## src/rtl/clkdiv_pkg.sv

```systemverilog
package clkdiv_pkg;
  parameter int NBANK = 3;
  parameter int NOUT = 4;
  parameter int NCH = NBANK + 1;
  parameter int NEN = NBANK * NOUT;
  parameter int RATIO_W = 6;
  parameter int SYNC_STAGES = 2;
  parameter logic [NOUT-1:0] INV_LAST_MASK = {{(NOUT - NOUT/2){1'b1}}, {(NOUT/2){1'b0}}};

  typedef logic [RATIO_W-1:0] ratio_t;

  typedef struct packed {
    logic start;
    logic inv;
    logic [NEN-1:0] en;
    ratio_t [NCH-1:0] ratio;
  } ctrl_t;

  function automatic ratio_t bankRatio(input int bank, input logic [1:0] code, input logic fast);
    ratio_t base;
    case (code)
      2'd0: base = (bank == 2) ? ratio_t'(2) : ratio_t'(4);
      2'd1: base = (bank == 2) ? ratio_t'(4) : ratio_t'(6);
      2'd2: base = (bank == 2) ? ratio_t'(6) : ratio_t'(8);
      default: base = (bank == 0) ? ratio_t'(12) : ((bank == 1) ? ratio_t'(10) : ratio_t'(8));
    endcase
    return fast ? base : ratio_t'(base << 1);
  endfunction

  function automatic ratio_t fbRatio(input logic [2:0] code, input logic fast);
    ratio_t base;
    case (code[1:0])
      2'd0: base = ratio_t'(4);
      2'd1: base = ratio_t'(6);
      2'd2: base = ratio_t'(8);
      default: base = ratio_t'(10);
    endcase
    if (code[2]) base = ratio_t'(base << 1);
    if (!fast) base = ratio_t'(base << 1);
    return base;
  endfunction
endpackage

```

## src/rtl/clkdiv_ctrl.sv

```systemverilog
module clkdiv_ctrl
  import clkdiv_pkg::*;
(
  input  logic                  clk,
  input  logic                  resetN,
  input  logic                  fastMode,
  input  logic [NBANK-1:0][1:0] bankCode,
  input  logic [2:0]            fbCode,
  input  logic                  flipC23,
  input  logic [NEN-1:0]        laneEn,
  output ctrl_t                 ctrl
);
  localparam int SW = 1 + 2*NBANK + 3 + 1 + NEN;
  localparam int CW = $clog2(SYNC_STAGES + 2);

  logic [SW-1:0] rawIn;
  logic [SYNC_STAGES-1:0][SW-1:0] syncQ;
  logic [CW-1:0] settleCnt;

  logic sFast;
  logic [NBANK-1:0][1:0] sBank;
  logic [2:0] sFb;
  logic sInv;
  logic [NEN-1:0] sEn;

  assign rawIn = {fastMode, bankCode, fbCode, flipC23, laneEn};

  always_ff @(posedge clk or negedge resetN) begin
    if (!resetN) begin
      syncQ <= '0;
      settleCnt <= '0;
    end else begin
      syncQ[0] <= rawIn;
      for (int i = 1; i < SYNC_STAGES; i++) syncQ[i] <= syncQ[i-1];
      if (settleCnt != CW'(SYNC_STAGES + 1)) settleCnt <= settleCnt + CW'(1);
    end
  end

  assign {sFast, sBank, sFb, sInv, sEn} = syncQ[SYNC_STAGES-1];

  always_comb begin
    ctrl.start = (settleCnt == CW'(SYNC_STAGES));
    ctrl.inv = sInv;
    ctrl.en = sEn;
    for (int b = 0; b < NBANK; b++) ctrl.ratio[b] = bankRatio(b, sBank[b], sFast);
    ctrl.ratio[NBANK] = fbRatio(sFb, sFast);
  end
endmodule

```

## src/rtl/clkdiv_chan.sv

```systemverilog
module clkdiv_chan
  import clkdiv_pkg::*;
#(
  parameter int LANES = 4,
  parameter logic [LANES-1:0] INV_MASK = '0
) (
  input  logic             clk,
  input  logic             resetN,
  input  logic             start,
  input  ratio_t           ratioNew,
  input  logic [LANES-1:0] enNew,
  input  logic             invNew,
  output logic [LANES-1:0] q
);
  logic live;
  ratio_t cnt, ratioCur, cntInc;
  logic [LANES-1:0] enCur, enNext, qNext;
  logic invCur, invNext, boundary, phaseNext, liveNext;

  always_comb begin
    cntInc = cnt + ratio_t'(1);
    boundary = start | (live & (cnt == ratioCur - ratio_t'(1)));
    phaseNext = boundary | (live & (cntInc < (ratioCur >> 1)));
    enNext = boundary ? enNew : enCur;
    invNext = boundary ? invNew : invCur;
    liveNext = live | start;
    for (int k = 0; k < LANES; k++)
      qNext[k] = liveNext & enNext[k] & (phaseNext ^ (invNext & INV_MASK[k]));
  end

  always_ff @(posedge clk or negedge resetN) begin
    if (!resetN) begin
      live <= 1'b0;
      cnt <= '0;
      ratioCur <= ratio_t'(2);
      enCur <= '0;
      invCur <= 1'b0;
      q <= '0;
    end else begin
      live <= liveNext;
      enCur <= enNext;
      invCur <= invNext;
      q <= qNext;
      if (boundary) begin
        cnt <= '0;
        ratioCur <= ratioNew;
      end else if (live) begin
        cnt <= cntInc;
      end
    end
  end
endmodule

```

## src/rtl/clkdiv_datapath.sv

```systemverilog
module clkdiv_datapath
  import clkdiv_pkg::*;
(
  input  logic                      clk,
  input  logic                      resetN,
  input  ctrl_t                     ctrl,
  output logic [NBANK-1:0][NOUT-1:0] qBank,
  output logic                      fbOut
);
  for (genvar b = 0; b < NBANK; b++) begin : gBank
    localparam logic [NOUT-1:0] MASK = (b == NBANK-1) ? INV_LAST_MASK : '0;
    clkdiv_chan #(.LANES(NOUT), .INV_MASK(MASK)) uChan (
      .clk(clk),
      .resetN(resetN),
      .start(ctrl.start),
      .ratioNew(ctrl.ratio[b]),
      .enNew(ctrl.en[b*NOUT +: NOUT]),
      .invNew(ctrl.inv),
      .q(qBank[b])
    );
  end

  clkdiv_chan #(.LANES(1), .INV_MASK(1'b0)) uFb (
    .clk(clk),
    .resetN(resetN),
    .start(ctrl.start),
    .ratioNew(ctrl.ratio[NBANK]),
    .enNew(1'b1),
    .invNew(1'b0),
    .q(fbOut)
  );
endmodule

```

## src/rtl/clkdiv_bank.sv

```systemverilog
module clkdiv_bank
  import clkdiv_pkg::*;
(
  input  logic            clk,
  input  logic            resetN,
  input  logic            fastMode,
  input  logic [1:0]      codeA,
  input  logic [1:0]      codeB,
  input  logic [1:0]      codeC,
  input  logic [2:0]      fbCode,
  input  logic            flipC23,
  input  logic [NEN-1:0]  laneEn,
  output logic [NOUT-1:0] clkA,
  output logic [NOUT-1:0] clkB,
  output logic [NOUT-1:0] clkC,
  output logic            clkFb
);
  ctrl_t ctrlBus;
  logic [NBANK-1:0][NOUT-1:0] qBank;

  clkdiv_ctrl uCtrl (
    .clk(clk),
    .resetN(resetN),
    .fastMode(fastMode),
    .bankCode({codeC, codeB, codeA}),
    .fbCode(fbCode),
    .flipC23(flipC23),
    .laneEn(laneEn),
    .ctrl(ctrlBus)
  );

  clkdiv_datapath uData (
    .clk(clk),
    .resetN(resetN),
    .ctrl(ctrlBus),
    .qBank(qBank),
    .fbOut(clkFb)
  );

  assign clkA = qBank[0];
  assign clkB = qBank[1];
  assign clkC = qBank[2];
endmodule

```

## config.mk

```make
export PLATFORM = sky130hd
export DESIGN_NAME = clkdiv_bank
export DESIGN_NICKNAME = d
export VERILOG_FILES = /design/src/rtl/clkdiv_pkg.sv /design/src/rtl/clkdiv_ctrl.sv /design/src/rtl/clkdiv_chan.sv /design/src/rtl/clkdiv_datapath.sv /design/src/rtl/clkdiv_bank.sv
export SDC_FILE = /design/constraint.sdc
export NUM_CORES = 1
export LEC_CHECK = 0
export BUFFER_PORTS_ARGS = -buffer_cell sky130_fd_sc_hd__buf_2
export CORE_MARGIN = 4
export CORE_UTILIZATION = 65
export CTS_CLUSTER_DIAMETER = 60
export CTS_CLUSTER_SIZE = 16
export DETAILED_ROUTE_END_ITERATION = 6
export PLACE_DENSITY = 0.95
export SKIP_LAST_GASP = 1
export SYNTH_ARGS = -nofsm -noshare
export SYNTH_HDL_FRONTEND = slang
export SYNTH_SLANG_ARGS = --single-unit
```

## constraint.sdc

```tcl
create_clock -name clk -period 4.2 [get_ports clk]
set_input_delay 0.84 -clock clk [delete_from_list [all_inputs] [get_ports clk]]
set_output_delay 0.84 -clock clk [all_outputs]
set_load 0.01 [all_outputs]
```

# Yosys cells after proc, flatten, opt, wreduce, memory -nomap -nowiden
# Index checks and enable logic that the tools add are counted.
totals:
  regBits: 127
  inputBits: 25
  ramBits: 0
  out_inout_bits: 13
  memories: 0
  latch_bits: 0
  romBits: 0
op_classes:
  magnitude_cmp: 4
  addsub: 9
  div_mod_pow: 0
  n_reduce_logical: 8
  mux: 22
  eq_ne: 14
  shift: 0
  multipliers: 0
  bitwise: 47
op_table:
  columns: ["cell", "count"]
  rows:
  - ["6-bit 2-to-1 mux", 9]
  - ["4-bit one-hot mux with 3 select lines", 4]
  - ["1-bit AND", 34]
  - ["6-bit by 1-bit adder with 6-bit output, second input constant", 4]
  - ["6-bit == test", 4]
  - ["6-bit by 5-bit < comparator with 1-bit output", 4]
  - ["6-bit by 1-bit subtractor with 6-bit output, second input constant", 4]
  - ["5-bit 2-to-1 mux", 4]
  - ["4-bit 2-to-1 mux", 3]
  - ["1-bit OR", 12]
  - ["2-bit == test, second input constant", 5]
  - ["2-bit by 1-bit == test with 1-bit output, second input constant", 4]
  - ["2-bit zero test", 4]
  - ["2-bit nonzero test", 4]
  - ["2-bit by 1-bit adder with 2-bit output, second input constant", 1]
  - ["1-bit 2-to-1 mux", 2]
  - ["2-bit != test, second input constant", 1]
  - ["1-bit bitwise XOR", 1]

# Longest topological paths before layout
# Gate-level depths: netlist (run 1).
depth:
  ltp_word: 7
  ltp_mapped: 9
  depth_no_buf: 8

# By module
# A second synthesis (run 1) with hierarchy kept.
hier_totals:
  cells_unflattened: 549
  hier_area_um2: 6289.8
by_module_without_submodules:
  columns: ["mod", "cells_each", "n_inst", "area_per_inst_um2"]
  rows:
  - ["clkdiv_chan at uData.gBank[0].uChan ...", 106, 2, 1164.9]
  - ["clkdiv_ctrl", 113, 1, 1670.4]
  - ["clkdiv_chan at uData.gBank[2].uChan", 129, 1, 1288.7]
  - ["clkdiv_chan at uData.uFb", 93, 1, 993.5]
  - ["clkdiv_datapath", 2, 1, 7.5]

# Least setup slack after synthesis (run 1)
# Ideal clock, no wire load.
synth_path:
  path_type: "reg2reg"
  from: "reg uData.gBank[0].uChan.ratioCur[1]"
  to: "reg uData.gBank[0].uChan.enCur[1]"
  synth_period_minus_slack_ps: 2153
  setup_ps: 125
  t_arrival_ps: 2028
  setup_slack_ps: 2047
  required_ps: 4075
  stages_incl_launch_ff: 9
  cell_sequence: "dfstp_2 > inv_1 > ha_1 > and2_4 > a211oi_4 > o31ai_4 > a21oi_4 > buf_8 > mux2_4"
synth_between:
  elab_chain_len: 5
synth_lines:
  columns: ["item", "line_no", "rtl"]
  rows:
  - ["start, declared", "clkdiv_chan.sv:16", "ratio_t cnt, ratioCur, cntInc;"]
  - ["start signal, assigned", "clkdiv_chan.sv:35", "ratioCur <= ratio_t'(2);"]
  - ["start signal, assigned", "clkdiv_chan.sv:46", "ratioCur <= ratioNew;"]
  - ["6-bit by 1-bit subtractor with 6-bit output", "clkdiv_chan.sv:22", "boundary = start | (live & (cnt == ratioCur - ratio_t'(1)));"]
  - ["6-bit == test", "clkdiv_chan.sv:22", null]
  - ["1-bit AND", "clkdiv_chan.sv:22", null]
  - ["1-bit OR", "clkdiv_chan.sv:22", null]
  - ["4-bit 2-to-1 mux", "clkdiv_chan.sv:24", "enNext = boundary ? enNew : enCur;"]
  - ["via uData.gBank[0].uChan.enNext[1]", "clkdiv_chan.sv:17", "logic [LANES-1:0] enCur, enNext, qNext;"]
  - ["end signal, assigned", "clkdiv_chan.sv:41", "enCur <= enNext;"]
  - ["end, declared", "clkdiv_chan.sv:17", null]
# The timed path passes the listed nets, and every way through them passes these cells.
# A chain may end at the register's enable or synchronous reset.

# Worst setup path in the final report (run 1)
layout_path:
  from: "reg uData.gBank[1].uChan.ratioCur[1]"
  to: "reg uData.gBank[1].uChan.q[1]"
layout_between:
  elab_chain_len: 7
  word_cells_on_any_way: 10
layout_lines:
  columns: ["item", "line_no", "rtl"]
  rows:
  - ["start, declared", "clkdiv_chan.sv:16", null]
  - ["start signal, assigned", "clkdiv_chan.sv:35", null]
  - ["start signal, assigned", "clkdiv_chan.sv:46", null]
  - ["6-bit by 1-bit subtractor with 6-bit output", "clkdiv_chan.sv:22", null]
  - ["6-bit == test", "clkdiv_chan.sv:22", null]
  - ["1-bit AND", "clkdiv_chan.sv:22", null]
  - ["1-bit OR", "clkdiv_chan.sv:22", null]
  - ["4-bit 2-to-1 mux", "clkdiv_chan.sv:24", null]
  - ["1-bit AND", "clkdiv_chan.sv:28", "qNext[k] = liveNext & enNext[k] & (phaseNext ^ (invNext & INV_MASK[k]));"]
  - ["1-bit AND (*)", "clkdiv_chan.sv:28", null]
  - ["via uData.gBank[1].uChan.qNext[1]", "clkdiv_chan.sv:17", null]
  - ["end signal, assigned", "clkdiv_chan.sv:43", "q <= qNext;"]
  - ["end, declared", "clkdiv_chan.sv:13", "output logic [LANES-1:0] q"]
# The timed path passes the listed nets; every way through them passes the cells marked *.

==> impl_metrics.toml, run 1 <==
[timing]
max_slew_margin_pct = 29.2
grt_setup_unrepaired = "false"
fin_crit_sh_pct = 65.1
skew_ns = 0.0104
setup_viol = 0
hold_viol = 0
max_freq_mhz = 366
period_minus_slack_ns = 2.73
tightest_slew_ns = 1.06
tns_ns = 0
slew_viol_final = 0

[clock_network]
cts_resized = 0
postCtsHoldBufs = 0
cts_max_path_buffers = 2
htreeDepth = 4
cts_buffers = 17
clkTransAtPathRegs_ns = 0.06
insertion_delay_ns = 0.53
cts_root_buf = "clkbuf_8"
tritoncts = "done"
post_cts_buffers = 0
cts_sinks = 120

[routing]
first_pass_iters = 7
wirelength_mm = 12.0
drt_iter0_drc = 307
drcViolationCount = 1
drtAntennaViolNets = 0
vias = 3779
vias_per_cell = 6.04
wl_per_cell_um = 19.2

[die]
num_rows = 33
core_area_sq_um = 8260
dieWidth_um = 100
num_io_pins = 38
dieArea_sq_um = 10000
start_util_pct = 66.9
die_h_um = 100

[pwr]
p_per_area_nw_per_um2 = 724
power.total_mw = 4.53
power_leakage_nw = 2.87
vdd_drop_max_mv = 0.548

[flow_run]
drv_cap = 0

[min_path]
worstHoldStart = "uCtrl.syncQ[21]"
hold_class = "register to register"

[grt]
grt-ovfl-total = 0
grt_pass1_wl_mm = 20.1
gr-usage-all-layers_pct = 26.2
grt_max_degree = 62
grt_pass1_vias = 4089
antenna_found_initial = 0

[outcome]
violations = "DRC"
outcome = "complete, but fails checks"

[worst_setup_path]
critPathCaptureType = "register"
worstPathArrival_ns = 3.13
r2r-start = "uData.gBank[1].uChan.ratioCur[1]"
rr_worst_depth = 7
critical_path.max_fanout = 23
setup.worst_path.start_class = "register"
reg2reg_to = "uData.gBank[1].uChan.q[1]"
startpoint = "uData.gBank[1].uChan.ratioCur[1]"
rrSetupSlack_ns = 1.47
crit_path_end = "uData.gBank[1].uChan.q[1]"
critPathKind = "register to register"
required_ns = 4.59

[placed_design]
finalWeightedCongestion = 0.889
io_buffer_count = 37
dp_hpwl_mm = 6.90

[cells_and_area]
area_growth_pct = 13.4
final_common_cell = "dfrtp_1"
nNetsFinal = 557
final_cell_mix = "dfrtp_1 (116), buf_2 (36), xnor2_1 (34)"
antenna_cells = 0
drive_gt1_share_pct = 19.4

[synth]
synth.distinct_cells = 61
ys.warnings.count = 0
synth-async-reset-ratio_pct = 100
ys.flop_type = "dfrtp_1"
syn-num-nets = 523
ys_seq_area_share_pct = 54.5
yosysTopAreaCell = "dfrtp_1"
syn_area_sq_um = 5520
synth_seq_cells = 120
synth_edf_count = 0
synth_top_area_share_pct = 52.6
avgSynthCellArea_sq_um = 11.7
synth_cells = 474
synth_area_leaders = "dfrtp_1 (53%), ha_1 (5.4%), xnor2_1 (5.4%), xor2_1 (4.0%), o21ai_0 (2.7%)"
final cells by class:
type / count / area [sq um]
Clock inverter: 15 / 141
Clock buffer: 17 / 414
Tap cell: 105 / 131
Fill cell: 464 / 1990
Inverter: 31 / 116
Multi-Input combinational cell: 299 / 2250
Timing Repair Buffer: 39 / 203
Sequential cell: 120 / 3010
metal layers:
metal | vias up | part of all wire, % | global-route usage (%)
met5 | - | 0 | 0
met4 | 0 | 3.7 | 12.5
met3 | 55 | 5.6 | 5.56
met2 | 156 | 53 | 45.5
met1 | 1886 | 38 | 30.9
li1 | 1682 | - | -
synth_stat cells (4+ instances only):
cell / instances
dfrtp_1: 116
xnor2_1: 34
inv_1: 31
o21ai_0: 30
nand2_1: 28
xor2_1: 25
ha_1: 24
nor2_1: 20
nand3_1: 17
nand4_1: 16
a21oi_1: 10
and2_1: 10
buf_2: 8
mux2_2: 8
and3_1: 7
mux2i_1: 7
nor3_1: 7
clkbuf_1: 6
a21boi_0: 4
buf_4: 4
dfstp_2: 4
worst max-delay path, cell delays in order, from the launching register on:
cell and delay [ns]:
dfstp_2 0.57, inv_1 0.07, ha_1 0.30, xor2_1 0.13
nand4_1 0.17, o41ai_4 0.96, nand4b_1 0.29, o21ai_0 0.12
kinds of logic after synthesis:
group | share of synthesized area [%]
mux | 3.85
compound gates | 9.40
flops | 54.5
xor+xnor | 9.65
fa+ha+maj | 5.44
simple gates | 12.4
buf+inv | 4.80
stage by stage:
stage	hold slack (ns)	setup slack, ns	utilization [%]	area (sq um)	instances
detailed placement	0.336	1.50	69.1	5710	594
global route	0.354	1.26	75.8	6260	626
floorplan	0.331	2.05	-	5520	474
finish	0.347	1.47	75.8	6260	626
CTS	0.348	1.49	75.8	6260	626
global placement	0.332	1.69	69.1	5710	594
where the power goes:
part | internal (mW) | switching, mW | total [mW] | leakage, nW
sequential | 1.45 | 0.353 | 1.80 | 1.42
clock | 0.794 | 0.565 | 1.36 | 0.260
combinational | 0.657 | 0.712 | 1.37 | 1.19
total | 2.90 | 1.63 | 4.53 | 2.87
state kept, by name, indices dropped and copies added (netlist names):
name                        flops
uData.gBank.uChan.ratioCur     12
uData.gBank.uChan.enCur        12
uCtrl.syncQ                    23
uData.gBank.uChan.live          3
uData.uFb.ratioCur              5
uData.uFb.cnt                   6
uCtrl.sFast                     1
uCtrl.sBank                     6
uCtrl.sFb                       3
uData.gBank.uChan.q            12
uCtrl.settleCnt                 2
uCtrl.ctrl                     13
uData.uFb.live                  1
uData.uFb.q                     1
uData.gBank.uChan.cnt          18
uData.gBank.uChan.invCur        1
uData.uFb.enCur                 1
worst min-delay path by stage:
| stage | to | slack [ns] | cells after the start |
|---|---|---|---|
| after floorplan | uCtrl.ctrl[24] | 0.33 | 0 |
| after global placement | uCtrl.ctrl[25] | 0.33 | 0 |
| after detailed placement | uCtrl.sBank[2] | 0.34 | 0 |
| after CTS | uCtrl.sBank[5] | 0.35 | 0 |
| after global routing | uCtrl.ctrl[34] | 0.35 | 0 |
| final | uCtrl.sBank[5] | 0.35 | 0 |
Power figures use the tool's default switching activity.
==> run 2, diff against run 1 <==
--- a/config.mk
+++ b/config.mk
@@ -5,13 +5,14 @@
 export SDC_FILE = /design/constraint.sdc
 export NUM_CORES = 1
 export LEC_CHECK = 0
+export ABC_AREA = 1
 export BUFFER_PORTS_ARGS = -buffer_cell sky130_fd_sc_hd__buf_2
 export CORE_MARGIN = 4
-export CORE_UTILIZATION = 65
+export CORE_UTILIZATION = 54
 export CTS_CLUSTER_DIAMETER = 60
 export CTS_CLUSTER_SIZE = 16
 export DETAILED_ROUTE_END_ITERATION = 6
-export PLACE_DENSITY = 0.95
+export PLACE_DENSITY = 0.85
 export SKIP_LAST_GASP = 1
 export SYNTH_ARGS = -nofsm -noshare
 export SYNTH_HDL_FRONTEND = slang
==> constraint.sdc (replaced) <==
create_clock -name clk -period 2.39 [get_ports clk]
set_input_delay 0.478 -clock clk [delete_from_list [all_inputs] [get_ports clk]]
set_output_delay 0.478 -clock clk [all_outputs]
set_load 0.01 [all_outputs]
==> run 2 against run 1 <==
Sequential power up 66%. Wire length down 12%. Largest power group unchanged. Die area up 15%. Global-route usage down 5.2 points. Core utilization down 11 points. Sequential share of layout area down 0.26 points. Synthesized area down 2.9%. Count of clock-buffer cells in the layout up 6. The run now ends clean.
==> impl_metrics.toml, run 2 <==
[cells_and_area]
largest_reg_flops = 23
regMostFlops = "uCtrl.syncQ"
fill_cells = 744
final_cells = 761
area_growth_pct = 17.5
drive_gt1_share_pct = 14.8
antenna_cells = 0
nNetsFinal = 665
final_common_cell = "dfrtp_1"
final_cell_mix = "dfrtp_1 (116), nand2_1 (114), inv_1 (73)"

[worst_setup_path]
critPathCaptureType = "register"
crit_path_cell_trace = "inv_1 -> ha_1 -> nand2_1 -> inv_1 -> nor2_1 -> nand3_1 -> nor2_1 -> nand2_1 -> nand2_4 -> nand2_1 -> nand2_1 -> nand2_1 -> nand2_1 -> nor2_1"
slowest_stage = "dfstp_2"
cp.depth = 14
max_stage_delay_ns = 0.57
critPathKind = "register to register"
crit_buf_inv = 2
rr_worst_depth = 14
worstPathArrival_ns = 2.59
crit_top_cell = "nand2_1"
setup.worst_path.start_class = "register"
required_ns = 2.80
critical_path.max_fanout = 18
path_delay_family = "simple AND/OR/NAND/NOR gates"

[timing]
skew_ns = 0.00670
setup_viol = 0
fin_crit_sh_pct = 91.2
max_slew_margin_pct = 68.7
tns_ns = 0
grt_setup_unrepaired = "false"
tightest_slew_ns = 0.468
max_freq_mhz = 459
period_minus_slack_ns = 2.18
slew_viol_final = 0
hold_viol = 0

[clock_network]
post_cts_buffers = 0
clkTransAtPathRegs_ns = 0.06
insertion_delay_ns = 0.52
cts_sinks = 120
cts_buffers = 17
cts_root_buf = "clkbuf_8"
htreeDepth = 4
tritoncts = "done"
cts_max_path_buffers = 2

[grt]
grt-ovfl-total = 0
grt_max_degree = 39
grt_pass1_wl_mm = 18.8
grt_pass1_vias = 4121
gr-usage-all-layers_pct = 21.0
antenna_found_initial = 0

[routing]
wirelength_mm = 10.6
first_pass_iters = 4
vias_per_cell = 5.11
drt_iter0_drc = 154
drcViolationCount = 0
drtAntennaViolNets = 0
vias = 3886
wl_per_cell_um = 14.0

[synth]
synth_area_leaders = "dfrtp_1 (54%), nand2_1 (8.0%), ha_1 (5.6%), inv_1 (5.1%), nor2_1 (3.7%)"
syn-num-nets = 613
synth.distinct_cells = 36
yosysTopAreaCell = "dfrtp_1"
synth_top_area_share_pct = 54.1
ys.flop_type = "dfrtp_1"
syn_area_sq_um = 5360
avgSynthCellArea_sq_um = 9.51
ys.warnings.count = 0
synth_seq_cells = 120
ys_seq_area_share_pct = 56.1
synth_cells = 564
synth-async-reset-ratio_pct = 100
synth_most_common_cell = "dfrtp_1"
synth_edf_count = 0
synth_commonest_cells = "dfrtp_1 (116), nand2_1 (114), inv_1 (73)"

[die]
dieArea_sq_um = 11600
num_rows = 36
core_area_sq_um = 9730
num_io_pins = 38
start_util_pct = 55.1
die_h_um = 108
dieWidth_um = 108

[outcome]
outcome = "completed"

[placed_design]
finalWeightedCongestion = 0.926
dp_hpwl_mm = 6.89
dp_cells = 729
io_buffer_count = 37

[pwr]
vdd_drop_max_mv = 0.727
power_leakage_nw = 3.14
p_per_area_nw_per_um2 = 1260

[flow_run]
drv_cap = 0

[min_path]
hold_class = "input port to register"
min_path_cells = 1
## run 2: changes by cell type after synthesis, sizes merged, moves of 8 or more
cell   delta
nand3    +18
buf      -11
and2     -11
inv      +45
o21ai     +8
nand4     -8
xnor2    -18
nor2     +33
mux2     -12
nand2    +92
## run 2: per-stage QoR
step	setup WS, ns	instance area, sq um	util [%]	hold WS, ns	power (mW)
global route	0.0656	6300	64.7	0.0351	8.56
floorplan	0.551	5360	-	0.182	4.81
finish	0.211	6300	64.7	0.0616	7.94
CTS	0.215	6290	64.7	0.0383	7.99
global placement	0.378	5700	58.5	0.333	5.25
detailed placement	0.297	5700	58.5	0.335	5.37
## run 2: what timing repair did
action,4_1_cts,5_1_grt
endpoints found under the hold margin,31,0
hold buffers,1,0
setup endpoints to repair,0,2
resized for setup,0,1
## run 2: routing by layer
layer  part of all wire (%)  track usage, %  vias up
met2                     52            35.8       92
met1                     41            25.1     1882
met4                    1.8            7.84        0
li1                       -               -     1891
met3                    4.5            6.12       21
met5                      0               0        -
## run 2: worst reg2reg max path, stage by stage (launching register included)
cell,delay (ns)
dfstp_2,0.57
inv_1,0.08
ha_1,0.31
nand2_1,0.07
inv_1,0.04
nor2_1,0.08
nand3_1,0.08
nor2_1,0.11
nand2_1,0.13
nand2_4,0.21
nand2_1,0.12
nand2_1,0.10
nand2_1,0.06
nand2_1,0.07
nor2_1,0.05
## run 2: worst paths after layout
| path | from | end | slack (ns) |
|---|---|---|---|
| worst max-delay path | uData.gBank[2].uChan.ratioCur[1] | uData.gBank[2].uChan.q[3] | 0.21 |
| min in group asynchronous | resetN | uData.gBank[1].uChan.q[1] | 0.45 |
| max in group asynchronous | resetN | uData.gBank[1].uChan.ratioCur[1] | 1.28 |
| worst min-delay path | laneEn[10] | uCtrl.syncQ[10] | 0.06 |
| worst min register to register | uCtrl.syncQ[17] | uCtrl.sBank[1] | 0.35 |
| worst max register to register | uData.gBank[2].uChan.ratioCur[1] | uData.gBank[2].uChan.q[3] | 0.21 |
## run 2: area by class of cell
type	instances	area (sq um)	share of cell area, %
multi-input cells	355	1980	31.5
repair buffers	45	263	4.17
well taps	133	166	2.64
clock buffers	23	467	7.41
clock inverters	8	120	1.91
flip-flops and latches	120	3010	47.8
inverters	77	289	4.59
## run 2: report_power, final
part,internal (mW),switching [mW],total (mW)
Clock,1.66,0.845,2.50
Sequential,2.56,0.426,2.99
Combinational,1.04,1.41,2.45
## run 2: kinds of logic (layout without fill, tap and decap cells)
group	after synthesis	count (layout)	synth area share, %
AND/OR/NAND/NOR	233	233	19.1
flip-flops	120	120	56.1
buffers and inverters	89	153	6.98
AO/OA/AOI/OAI	62	62	6.35
XOR/XNOR	36	36	5.88
adder cells (fa/ha/maj)	24	24	5.60
==> run 3, diff against run 2 <==
--- a/config.mk
+++ b/config.mk
@@ -7,7 +7,6 @@
 export LEC_CHECK = 0
 export ABC_AREA = 1
 export BUFFER_PORTS_ARGS = -buffer_cell sky130_fd_sc_hd__buf_2
-export CORE_MARGIN = 4
 export CORE_UTILIZATION = 54
 export CTS_CLUSTER_DIAMETER = 60
 export CTS_CLUSTER_SIZE = 16
==> constraint.sdc (replaced) <==
create_clock -name clk -period 2.39 [get_ports clk]
set_input_delay 0.239 -clock clk [delete_from_list [all_inputs] [get_ports clk]]
set_output_delay 0.239 -clock clk [all_outputs]
set_load 0.01 [all_outputs]
==> run 3 against run 2 <==
First-iteration DRC count is 3.9% higher. Die area is 11% lower. Hold slack better by 0.25 ns. Sequential power hardly changed. Critical endpoint is now uData.gBank[1].uChan.enCur[1]. Largest power group unchanged. Highest routed layer unchanged.
==> impl_metrics.toml, run 3 (synthesis results as in run 2) <==
[timing]
max_slew_margin_pct = 52.8
hold_viol = 0
grt_setup_unrepaired = "false"
fin_crit_sh_pct = 90.7
max_freq_mhz = 461
skew_ns = 0.00498
tns_ns = 0
slew_viol_final = 0
tightest_slew_ns = 0.709
setup_viol = 0
period_minus_slack_ns = 2.17

[pwr]
power_leakage_nw = 3.24
p_per_area_nw_per_um2 = 1240
vdd_drop_max_mv = 0.764

[worst_setup_path]
critPathKind = "register to register"
crit_buf_inv = 2
worstPathArrival_ns = 2.56
crit_path_cell_trace = "inv_1 -> ha_1 -> xnor2_1 -> xnor2_1 -> nor2_1 -> nand2_1 -> nand2_2 -> o21ai_0 -> inv_1"
slowest_stage = "dfstp_2"
max_stage_delay_ns = 0.55
setup.worst_path.start_class = "register"
critical_path.max_fanout = 19
path_delay_family = "flip-flops"
critPathCaptureType = "register"
required_ns = 2.78

[cells_and_area]
final_common_cell = "dfrtp_1"
antenna_cells = 0
final_cell_mix = "dfrtp_1 (116), nand2_1 (114), inv_1 (73)"
nNetsFinal = 687
drive_gt1_share_pct = 14.6
regMostFlops = "uCtrl.syncQ"
largest_reg_flops = 23
area_growth_pct = 21.7
utilization_pct = 67.4

[clock_network]
cts_root_buf = "clkbuf_8"
cts_sinks = 120
clkTransAtPathRegs_ns = 0.06
cts_resized = 0
tritoncts = "done"
postCtsHoldBufs = 24
htreeDepth = 4
cts_max_path_buffers = 2
post_cts_buffers = 0
insertion_delay_ns = 0.52
cts_buffers = 17

[die]
die_h_um = 102
dieArea_sq_um = 10300
core_area_sq_um = 9680
num_rows = 36
dieWidth_um = 102
num_io_pins = 38
start_util_pct = 55.4

[grt]
grt_pass1_vias = 4081
gr-usage-all-layers_pct = 23.4
grt-ovfl-total = 0
grt_max_degree = 59
grt_pass1_wl_mm = 18.1
antenna_found_initial = 0

[routing]
vias_per_cell = 5.03
vias = 3943
first_pass_iters = 5
drcViolationCount = 0
wirelength_mm = 10.6
wl_per_cell_um = 13.6
drt_iter0_drc = 160
drtAntennaViolNets = 0

[placed_design]
io_buffer_count = 37
finalWeightedCongestion = 0.899
dp_hpwl_mm = 6.77

[min_path]
hold_class = "input port to async pin"

[flow_run]
drv_cap = 0

[outcome]
outcome = "completed"
[run 3: changes by cell type in the layout (fill, tap and decap cells not counted), sizes merged]
| cell | delta |
|---|---|
| clkbuf | -4 |
| clkinv | +4 |
| dlygate4sd3 | +23 |
| bufinv | +1 |
| buf | -1 |
[run 3: worst reg2reg max path: cells and delay by family (launching register included)]
kind	cells	cell delay (ns)
flops	1	0.55
xor+xnor	2	0.38
compound gates	1	0.37
simple gates	3	0.34
fa+ha+maj	1	0.24
buf+inv	2	0.17
[run 3: layer usage]
layer  wire, um  track usage [%]
met5          0                0
met4        245             11.1
met3        489             6.76
met2       5420             40.3
met1       4480             26.7
[run 3: path summary, 6_finish.rpt]
check                                                       from                            end  slack, ns  cells after the start
max in group asynchronous                                 resetN      uData.gBank[2].uChan.q[2]       1.27                      3
worst min register to register                    uCtrl.syncQ[0]                 uCtrl.ctrl[24]       0.35                      0
min in group clk                                  uCtrl.syncQ[0]                 uCtrl.ctrl[24]       0.35                      0
worst max register to register  uData.gBank[1].uChan.ratioCur[1]  uData.gBank[1].uChan.enCur[1]       0.22                      9
worst min-delay path                                      resetN                 uCtrl.ctrl[31]       0.31                      2
worst max-delay path            uData.gBank[1].uChan.ratioCur[1]  uData.gBank[1].uChan.enCur[1]       0.22                      9
[run 3: layout make-up]
class,count,area (sq um)
clock inverter,13,178
tap,133,166
sequential,120,3010
inverter,77,289
fill,681,3160
timing repair buffer,67,473
multi-input combinational,355,1980
clock buffer,19,432
[run 3: per-stage QoR]
step / area (sq um) / hold WS, ns / setup slack [ns] / cells / power, mW
floorplan: 5360 / -0.0566 / 0.551 / 564 / 4.81
finish: 6530 / 0.309 / 0.221 / 784 / 8.11
global route: 6530 / 0.343 / 0.0204 / 784 / 8.67
detailed placement: 5680 / 0.326 / 0.270 / 728 / 5.40
global placement: 5680 / 0.324 / 0.358 / 728 / 5.24
CTS: 6530 / 0.323 / 0.219 / 784 / 8.11
[run 3: power breakdown]
| part | switching [mW] | internal, mW |
|---|---|---|
| sequential | 0.430 | 2.56 |
| clock | 0.896 | 1.71 |
| combinational | 1.44 | 1.07 |
